--- src/rtl/wbuf_bypass.sv ---
module wbuf_bypass #(
  parameter int AW    = 16,
  parameter int DW    = 32,
  parameter int DEPTH = 4
) (
  input  logic          clk,
  input  logic          rst_n,
  input  logic          wr_valid,
  input  logic [AW-1:0] wr_addr,
  input  logic [DW-1:0] wr_data,
  output logic          wr_full,
  input  logic          rd_valid,
  input  logic [AW-1:0] rd_addr,
  input  logic          vic_valid,
  input  logic [AW-1:0] vic_addr,
  input  logic [DW-1:0] vic_data,
  output logic          rd_ready,
  output logic          rd_resp_valid,
  output logic [DW-1:0] rd_resp_data,
  output logic          mem_req,
  output logic          mem_we,
  output logic [AW-1:0] mem_addr,
  output logic [DW-1:0] mem_wdata,
  input  logic          mem_ack,
  input  logic [DW-1:0] mem_rdata
);
  // DEPTH must be a power of two, at least 2
  localparam int PW = $clog2(DEPTH);
  localparam int CW = $clog2(DEPTH + 1);

  logic [DEPTH-1:0] v;
  logic [AW-1:0]    a [DEPTH];
  logic [DW-1:0]    d [DEPTH];
  logic [PW-1:0]    head, tail, m_idx;
  logic [CW-1:0]    cnt;
  logic             rd_pend;
  logic [AW-1:0]    rd_addr_q;

  logic full, rd_busy, rd_go, wr_go, enq, issue_rd, pop;
  logic b_hit, h_hit, fwd_hit, m_hit;
  logic [DW-1:0] b_data, fwd_data, enq_data;
  logic [AW-1:0] enq_addr;

  assign full     = (cnt == CW'(DEPTH));
  assign rd_busy  = rd_pend | (mem_req & ~mem_we);
  assign rd_ready = ~rd_busy & ~(vic_valid & full);
  assign rd_go    = rd_valid & rd_ready;
  assign wr_full  = full | (rd_valid & vic_valid);
  assign wr_go    = wr_valid & ~wr_full;
  assign enq      = wr_go | (rd_go & vic_valid);
  assign enq_addr = wr_go ? wr_addr : vic_addr;
  assign enq_data = wr_go ? wr_data : vic_data;
  assign issue_rd = ~mem_req & rd_pend;
  assign pop      = ~mem_req & ~rd_pend & (cnt != '0);
  assign tail     = head + PW'(cnt);

  always_comb begin
    b_hit  = 1'b0;
    b_data = '0;
    m_hit  = 1'b0;
    m_idx  = '0;
    for (int i = 0; i < DEPTH; i++) begin
      if (v[i] && a[i] == rd_addr) begin
        b_hit  = 1'b1;
        b_data = d[i];
      end
      if (v[i] && a[i] == enq_addr && !(pop && PW'(i) == head)) begin
        m_hit = 1'b1;
        m_idx = PW'(i);
      end
    end
  end

  assign h_hit    = mem_req & mem_we & (mem_addr == rd_addr);
  assign fwd_hit  = b_hit | h_hit;
  assign fwd_data = b_hit ? b_data : mem_wdata;

  always_ff @(posedge clk or negedge rst_n) begin
    if (!rst_n) begin
      v             <= '0;
      head          <= '0;
      cnt           <= '0;
      mem_req       <= 1'b0;
      mem_we        <= 1'b0;
      mem_addr      <= '0;
      mem_wdata     <= '0;
      rd_pend       <= 1'b0;
      rd_addr_q     <= '0;
      rd_resp_valid <= 1'b0;
      rd_resp_data  <= '0;
    end else begin
      rd_resp_valid <= 1'b0;
      if (mem_req && mem_ack) begin
        mem_req <= 1'b0;
        if (!mem_we) begin
          rd_resp_valid <= 1'b1;
          rd_resp_data  <= mem_rdata;
        end
      end
      if (issue_rd) begin
        mem_req  <= 1'b1;
        mem_we   <= 1'b0;
        mem_addr <= rd_addr_q;
        rd_pend  <= 1'b0;
      end else if (pop) begin
        mem_req   <= 1'b1;
        mem_we    <= 1'b1;
        mem_addr  <= a[head];
        mem_wdata <= d[head];
        v[head]   <= 1'b0;
        head      <= head + 1'b1;
      end
      if (rd_go) begin
        if (fwd_hit) begin
          rd_resp_valid <= 1'b1;
          rd_resp_data  <= fwd_data;
        end else begin
          rd_pend   <= 1'b1;
          rd_addr_q <= rd_addr;
        end
      end
      if (enq && !m_hit) v[tail] <= 1'b1;
      cnt <= cnt + CW'(enq && !m_hit) - CW'(pop);
    end
  end

  always_ff @(posedge clk) begin
    if (enq) begin
      if (m_hit) d[m_idx] <= enq_data;
      else begin
        a[tail] <= enq_addr;
        d[tail] <= enq_data;
      end
    end
  end

  a_r3_no_overflow: assert property (@(posedge clk) disable iff (!rst_n)
    cnt <= CW'(DEPTH));

  a_r5_read_first: assert property (@(posedge clk) disable iff (!rst_n)
    (rd_pend && !mem_req) |=> (mem_req && !mem_we && mem_addr == $past(rd_addr_q)));

  a_r6_hit_local: assert property (@(posedge clk) disable iff (!rst_n)
    (rd_go && fwd_hit) |=> (rd_resp_valid && !rd_pend));

  a_r7_victim_parked: assert property (@(posedge clk) disable iff (!rst_n)
    (rd_go && vic_valid && !fwd_hit) |=> (rd_pend && cnt != '0));

  a_r8_fill_return: assert property (@(posedge clk) disable iff (!rst_n)
    (mem_req && !mem_we && mem_ack) |=> (rd_resp_valid && rd_resp_data == $past(mem_rdata)));

  a_r9_req_hold: assert property (@(posedge clk) disable iff (!rst_n)
    (mem_req && !mem_ack) |=> (mem_req && $stable(mem_we) && $stable(mem_addr) && $stable(mem_wdata)));
endmodule

--- config.mk ---
export PLATFORM = sky130hd
export DESIGN_NAME = wbuf_bypass
export DESIGN_NICKNAME = d
export VERILOG_FILES = /design/src/rtl/wbuf_bypass.sv
export SDC_FILE = /design/constraint.sdc
export NUM_CORES = 1
export LEC_CHECK = 0
export BUFFER_PORTS_ARGS = -buffer_cell sky130_fd_sc_hd__buf_2
export CELL_PAD_IN_SITES_DETAIL_PLACEMENT = 1
export CELL_PAD_IN_SITES_GLOBAL_PLACEMENT = 1
export CORE_ASPECT_RATIO = 1.5
export CORE_MARGIN = 2
export CORE_UTILIZATION = 42
export DETAILED_ROUTE_END_ITERATION = 10
export PLACE_DENSITY_LB_ADDON = 0.1
export SYNTH_ARGS = -nofsm -noshare
export SYNTH_HDL_FRONTEND = slang
export SYNTH_SLANG_ARGS = --single-unit
--- constraint.sdc ---
create_clock -name clk -period 5 [get_ports clk]
set_input_delay 0.25 -clock clk [delete_from_list [all_inputs] [get_ports clk]]
set_output_delay 0.25 -clock clk [all_outputs]
set_load 0.01 [all_outputs]
Yosys cells after proc, flatten, opt, wreduce, memory -nomap -nowiden
Memories as Yosys holds them, arrays and structs flattened. A register that Yosys moved wholly into a read port is not among the register bits. Cells that the tools add are included.

Bits in registers: 77. Bits in writable memories: 192. Word-level logic and storage cells: 145. Memories: 2.

Add/sub/neg operators: 4. $lt $le $gt $ge: 4. Equality and inequality tests: 13. Multiplexer cells: 52. Bitwise operators: 27. Reduce and logical (&&, ||, !) cells: 33.

Memory list: d (words 4, width 32, rd ports 5, clocked after memory_dff 1, wr ports 1, line 33) `logic [DW-1:0] d [DEPTH];`; a (words 4, width 16, rd ports 5, clocked after memory_dff 0, wr ports 1, line 32) `logic [AW-1:0] a [DEPTH];`.

Operators by type and width (number): two-way mux 32 bit (11); equality test 16 bit (9); two-way mux 16 bit (3); OR reduction 32 bit (1); two-way mux 1 bit (30); logical AND 1 bit (20); AND 1 bit (12); two-way mux 4 bit (3); inverter 1 bit (8); zero test 1 bit (6); < comparator 2 x 3 -> 1 bit, second input constant (2); two-way mux 2 bit (3); nonzero test 3 bit (2); AND 4 bit (1); demux 1 bit (select 2 bit) (2); equality test 2 bit, first input constant (2); greater-or-equal comparator 2 x 1 -> 1 bit, second input constant (2); inverter 4 bit (1); OR 1 bit (4); OR 4 bit (1); AND reduction 2 bit (2); adder 3 x 1 -> 3 bit (1); equality test 3 bit, second input constant (1); subtractor 3 x 1 -> 3 bit (1); other kinds (5) (5).

Logic depth before layout (Yosys ltp)
Word-level depth: 17. Gate-level depth with buffers: 18.

Least setup slack after synthesis
No wires, ideal clock.

Path type: reg-to-reg. Start point: register head[0]. End point: memory d[0][0], enable pin. Data arrival time: 4814 ps. Data required time: 4539 ps. Setup slack: -275 ps. Cell stages (with the launch flop): 13. Buffers on the path: 3. Clock period less this slack: 5275 ps. Path through: dfrtp_1 clkbuf_1 buf_2 buf_1 inv_1 ha_1 inv_1 o21ai_0 a221oi_1 and4_1 o21bai_1 o211ai_2 nor3_1.

Word-level cells in the longest chain between the ends: 13. Elaborated cells on any way between the ends: 33. Classes of those cells: add/sub: 1; eq/ne: 3; mux: 15; reduce/logical: 14.

Ends and longest elaborated chain: start: declaration (line 34) `logic [PW-1:0] head, tail, m_idx;`; start signal: assignment (line 111) `head <= head + 1'b1;`; zero test 2 bit (line 67) `if (v[i] && a[i] == enq_addr && !(pop && PW'(i) == head)) begin`; logical AND 1 bit (line 67); zero test 1 bit (line 67); logical AND 1 bit (line 67); two-way mux 1 bit (4 in series) (line 67); two-way mux 1 bit (line 129) `if (m_hit) d[m_idx] <= enq_data;`; two-way mux 1 bit (line 128) `if (enq) begin`; two-way mux 1 bit (implied by the code) (line 132) `d[tail] <= enq_data;`; OR reduction 32 bit (no line); two-way mux 2 bit (no line) or two-way mux 1 bit (tied branches); end: declaration (line 33).

Parallel ways exist; a longest one is shown, timed or not.

Worst setup path after layout
Start point: register cnt[1]. End point: register cnt[2].

Word-level cells in the longest chain between the ends: 16. Elaborated cells on any way between the ends: 41. Classes of those cells: add/sub: 2; eq/ne: 5; mux: 5; bitwise: 10; reduce/logical: 19.

Ends and longest elaborated chain: start: declaration (line 35) `logic [CW-1:0] cnt;`; start signal: assignment (line 123) `cnt <= cnt + CW'(enq && !m_hit) - CW'(pop);`; equality test 3 bit (line 44) `assign full = (cnt == CW'(DEPTH));`; OR 1 bit (line 48) `assign wr_full = full | (rd_valid & vic_valid);`; inverter 1 bit (line 49) `assign wr_go = wr_valid & ~wr_full;`; AND 1 bit (line 49); two-way mux 16 bit (line 51) `assign enq_addr = wr_go ? wr_addr : vic_addr;`; equality test 16 bit (line 67); logical AND 1 bit (2 in series) (line 67); two-way mux 1 bit (4 in series) (line 67); zero test 1 bit (line 123); logical AND 1 bit (line 123); adder 3 x 1 -> 3 bit (line 123); subtractor 3 x 1 -> 3 bit * (line 123).

Mark *: on every way between the ends. The rest lies on a longest branch, timed or not. A chain may end at the register's enable or synchronous reset.

==> run metrics <==
outcome=complete, no violations; most frequent cells in the layout=233 x buf_2, 229 x nand2_1, 192 x edfxtp_1; pin count of the biggest net entering global routing=between 60 and 70; Area Overhead vs Synth=17.9%; startpoint types=flip-flop; Max H-tree Level=1; n_diodes=0; RSZ-0062 raised after global routing=false; Layout Cells excl Fill=2,164; Post-synth EDFFs=between 150 and 200; hold_sp=mem_rdata[24]; leak pwr=around 0.0084 uW; CP arrival=roughly 4.5 ns; total power draw=11,600 uW; initial core utilization=a little over two fifths; top cells by area, synth=edfxtp_1 35%, dfrtp_1 17%, mux4_2 6.5%; Die ar.=0.0410 sq mm; Crit. Startpoint=cnt[1]$_DFF_PN0_; drt total wl=between 60,000 and 70,000 um; postcts setup bufs=0; total grt overflow=0; Worst VDD drop=0.000485 V; GP Congestion=1.00; max_cap viols=0; # rows=between 80 and 90; Clock Pin Slew Worst Setup and Hold Paths=around 0.070 ns; Max FO, Critical Path=33; Gates resized, CTS repair=0; Synth area leader=edfxtp_1; Skew-Pair Late Insertion Delay=approximately 0.56 ns; Synthesis Warnings=0; fin nets=~1,800; CTS sink count=roughly 300; Register Area=~0.0085 sq mm; # DRC=0; area share of the largest cell type after synthesis=a little over a third; CTS Buf Count=29; Placed Instances=~2,100; Multi-input gate area=roughly 0.0074 sq mm; slew margin rel.=approximately 37%; drt via density=5.90; max-slew violation count=0; DRT iter0 DRCs=roughly 660; Final min period=~4.1 ns; initial antenna violation count=0; Setup crit end kind=flip-flop; RR Startpoint=cnt[1]$_DFF_PN0_; global-route total usage across every layer=a little under a third; critical path class=flip-flop to flip-flop; Final HPWL DP=around 47,000 um; Synth async-reset ratio=a little over a third; post-synth cell types=between 80 and 90; Fill cells=~4,200; Crit path required time=approximately 5.4 ns; post-synthesis sequential area ratio=51.4%; TritonCTS clock tree=yes; routed len/inst=approximately 30 um; drt pass-1 iters=5; mean area per synthesized cell=between 10 and 15 sq um; first-pass GRT wire length=~92,000 um; Vias=approximately 13,000; PortBufs=between 200 and 250; Final Hold Viols=0; die span in x=roughly 170 um; hold_buf cts=28; synthesized flop and latch total=301; Top Ports=around 240; Mapped Nets=1,561; Power Dens Cells=between 500 and 600 mW/mm^2; Setup TNS Final=0 ns; worst-margin pin slew=roughly 0.94 ns; Syn Std Cell Area=between 0.015 and 0.02 sq mm; CTS Root Cell=clkbuf_16; Routed Antenna Nets=0; Synth Instances=1,403; count of final setup violators=0; Max Fclk=243 MHz; Layout Skew=roughly 0.014 ns; CTS Buffer Depth=3; Hold Crit Class=primary input to flip-flop; post-route clock period utilization=82.3%; Die Span Y=between 200 and 250 um; vias in the first global route=between 10,000 and 15,000; Core Region=about 0.039 sq mm; Synth Flop Type=edfxtp_1; commonest non-fill, non-tap cell in the layout=buf_2; fraction of layout cells with a size suffix above 1=roughly 27%
[worst max-delay path: stages (launching register included)]
cell and delay, ns:
dfrtp_1 0.48, or3b_1 0.48, nand2_4 0.38, a21oi_1 0.23, a22o_1 0.27, a2111oi_0 0.41
nand3_1 0.32, nand4_2 0.22, ha_1 0.25, inv_1 0.06, ha_1 0.14, inv_1 0.05
fa_1 0.40, xnor2_1 0.14, xnor2_1 0.12
[per-stage QoR]
stage                     hold WS [ns]  worst slack [ns]  instance area (sq um)  util (%)
after floorplan                -0.0456             0.529                  16500         -
after global placement           0.307             0.874                  18300      46.7
after CTS                      0.00189             0.844                  19500      49.9
final                           0.0140             0.887                  19500      49.9
after detailed placement         0.317             0.840                  18300      46.7
after global routing            0.0173             0.487                  19500      49.9
[layer usage]
layer  share of wire [%]  GRT usage, %  wire length, um
met3                 3.8          3.36             2400
met5                   0             0                0
met2                  53          57.5            34000
met1                  35          32.0            22300
met4                 8.1          21.9             5190
[area by class of cell]
class / instances / share of cell area [%]
flip-flops and latches: 301 / 43.6
clock inverters: 14 / 0.918
clock buffers: 39 / 3.97
inverters: 63 / 1.21
well taps: 500 / 3.21
repair buffers: 297 / 8.94
multi-input cells: 950 / 38.1
[where the power goes]
part	switching, uW	internal (uW)	total, uW
clock	944	1290	2240
combinational	2670	1910	4580
sequential	976	3830	4800
total	4590	7030	11600
[worst paths after layout]
path,endpoint,slack (ns),cells after the start
worst max-delay path,cnt[2]$_DFF_PN0_,0.89,14
worst min-delay path,rd_resp_data[24]$_DFF_PN0_,0.01,3
worst max register to register,cnt[2]$_DFF_PN0_,0.89,14
worst min register to register,mem_wdata[25]$_DFFE_PN0P_,0.50,2
max in group asynchronous,head[0]$_DFFE_PN0P_,3.23,3
min in group asynchronous,mem_wdata[27]$_DFFE_PN0P_,0.25,2
[cell families (layout without fill, tap and decap cells)]
| logic type | Yosys count | after routing | synth area share [%] |
|---|---|---|---|
| mux | 178 | 178 | 14.8 |
| flops | 301 | 301 | 51.4 |
| buf+inv | 152 | 413 | 4.06 |
| xor+xnor | 122 | 122 | 6.46 |
| compound gates | 247 | 247 | 11.3 |
| fa+ha+maj | 8 | 8 | 0.651 |
| simple gates | 395 | 395 | 11.4 |
[flip-flops by register name, summed over array words and instances, names as in the netlist]
signal         count
d                128
mem_addr          16
mem_req            1
rd_pend            1
v                  4
a                 64
head               2
rd_resp_valid      1
mem_wdata         32
cnt                3
rd_addr_q         16
rd_resp_data      32
mem_we             1
[cells in the mapped netlist, types with 15 or more instances]
master,instances
nand2_1,229
dfrtp_1,109
nor2_1,32
mux4_2,48
xor2_1,57
edfxtp_1,192
clkbuf_1,38
nor3_1,16
a21oi_1,61
nor2b_1,15
mux2i_1,82
nand3_1,23
o211a_1,34
mux2_2,48
xnor2_1,65
a22oi_1,35
o21ai_0,18
nand4_1,20
inv_1,62
buf_2,26
Power figures use the tool's default switching activity.
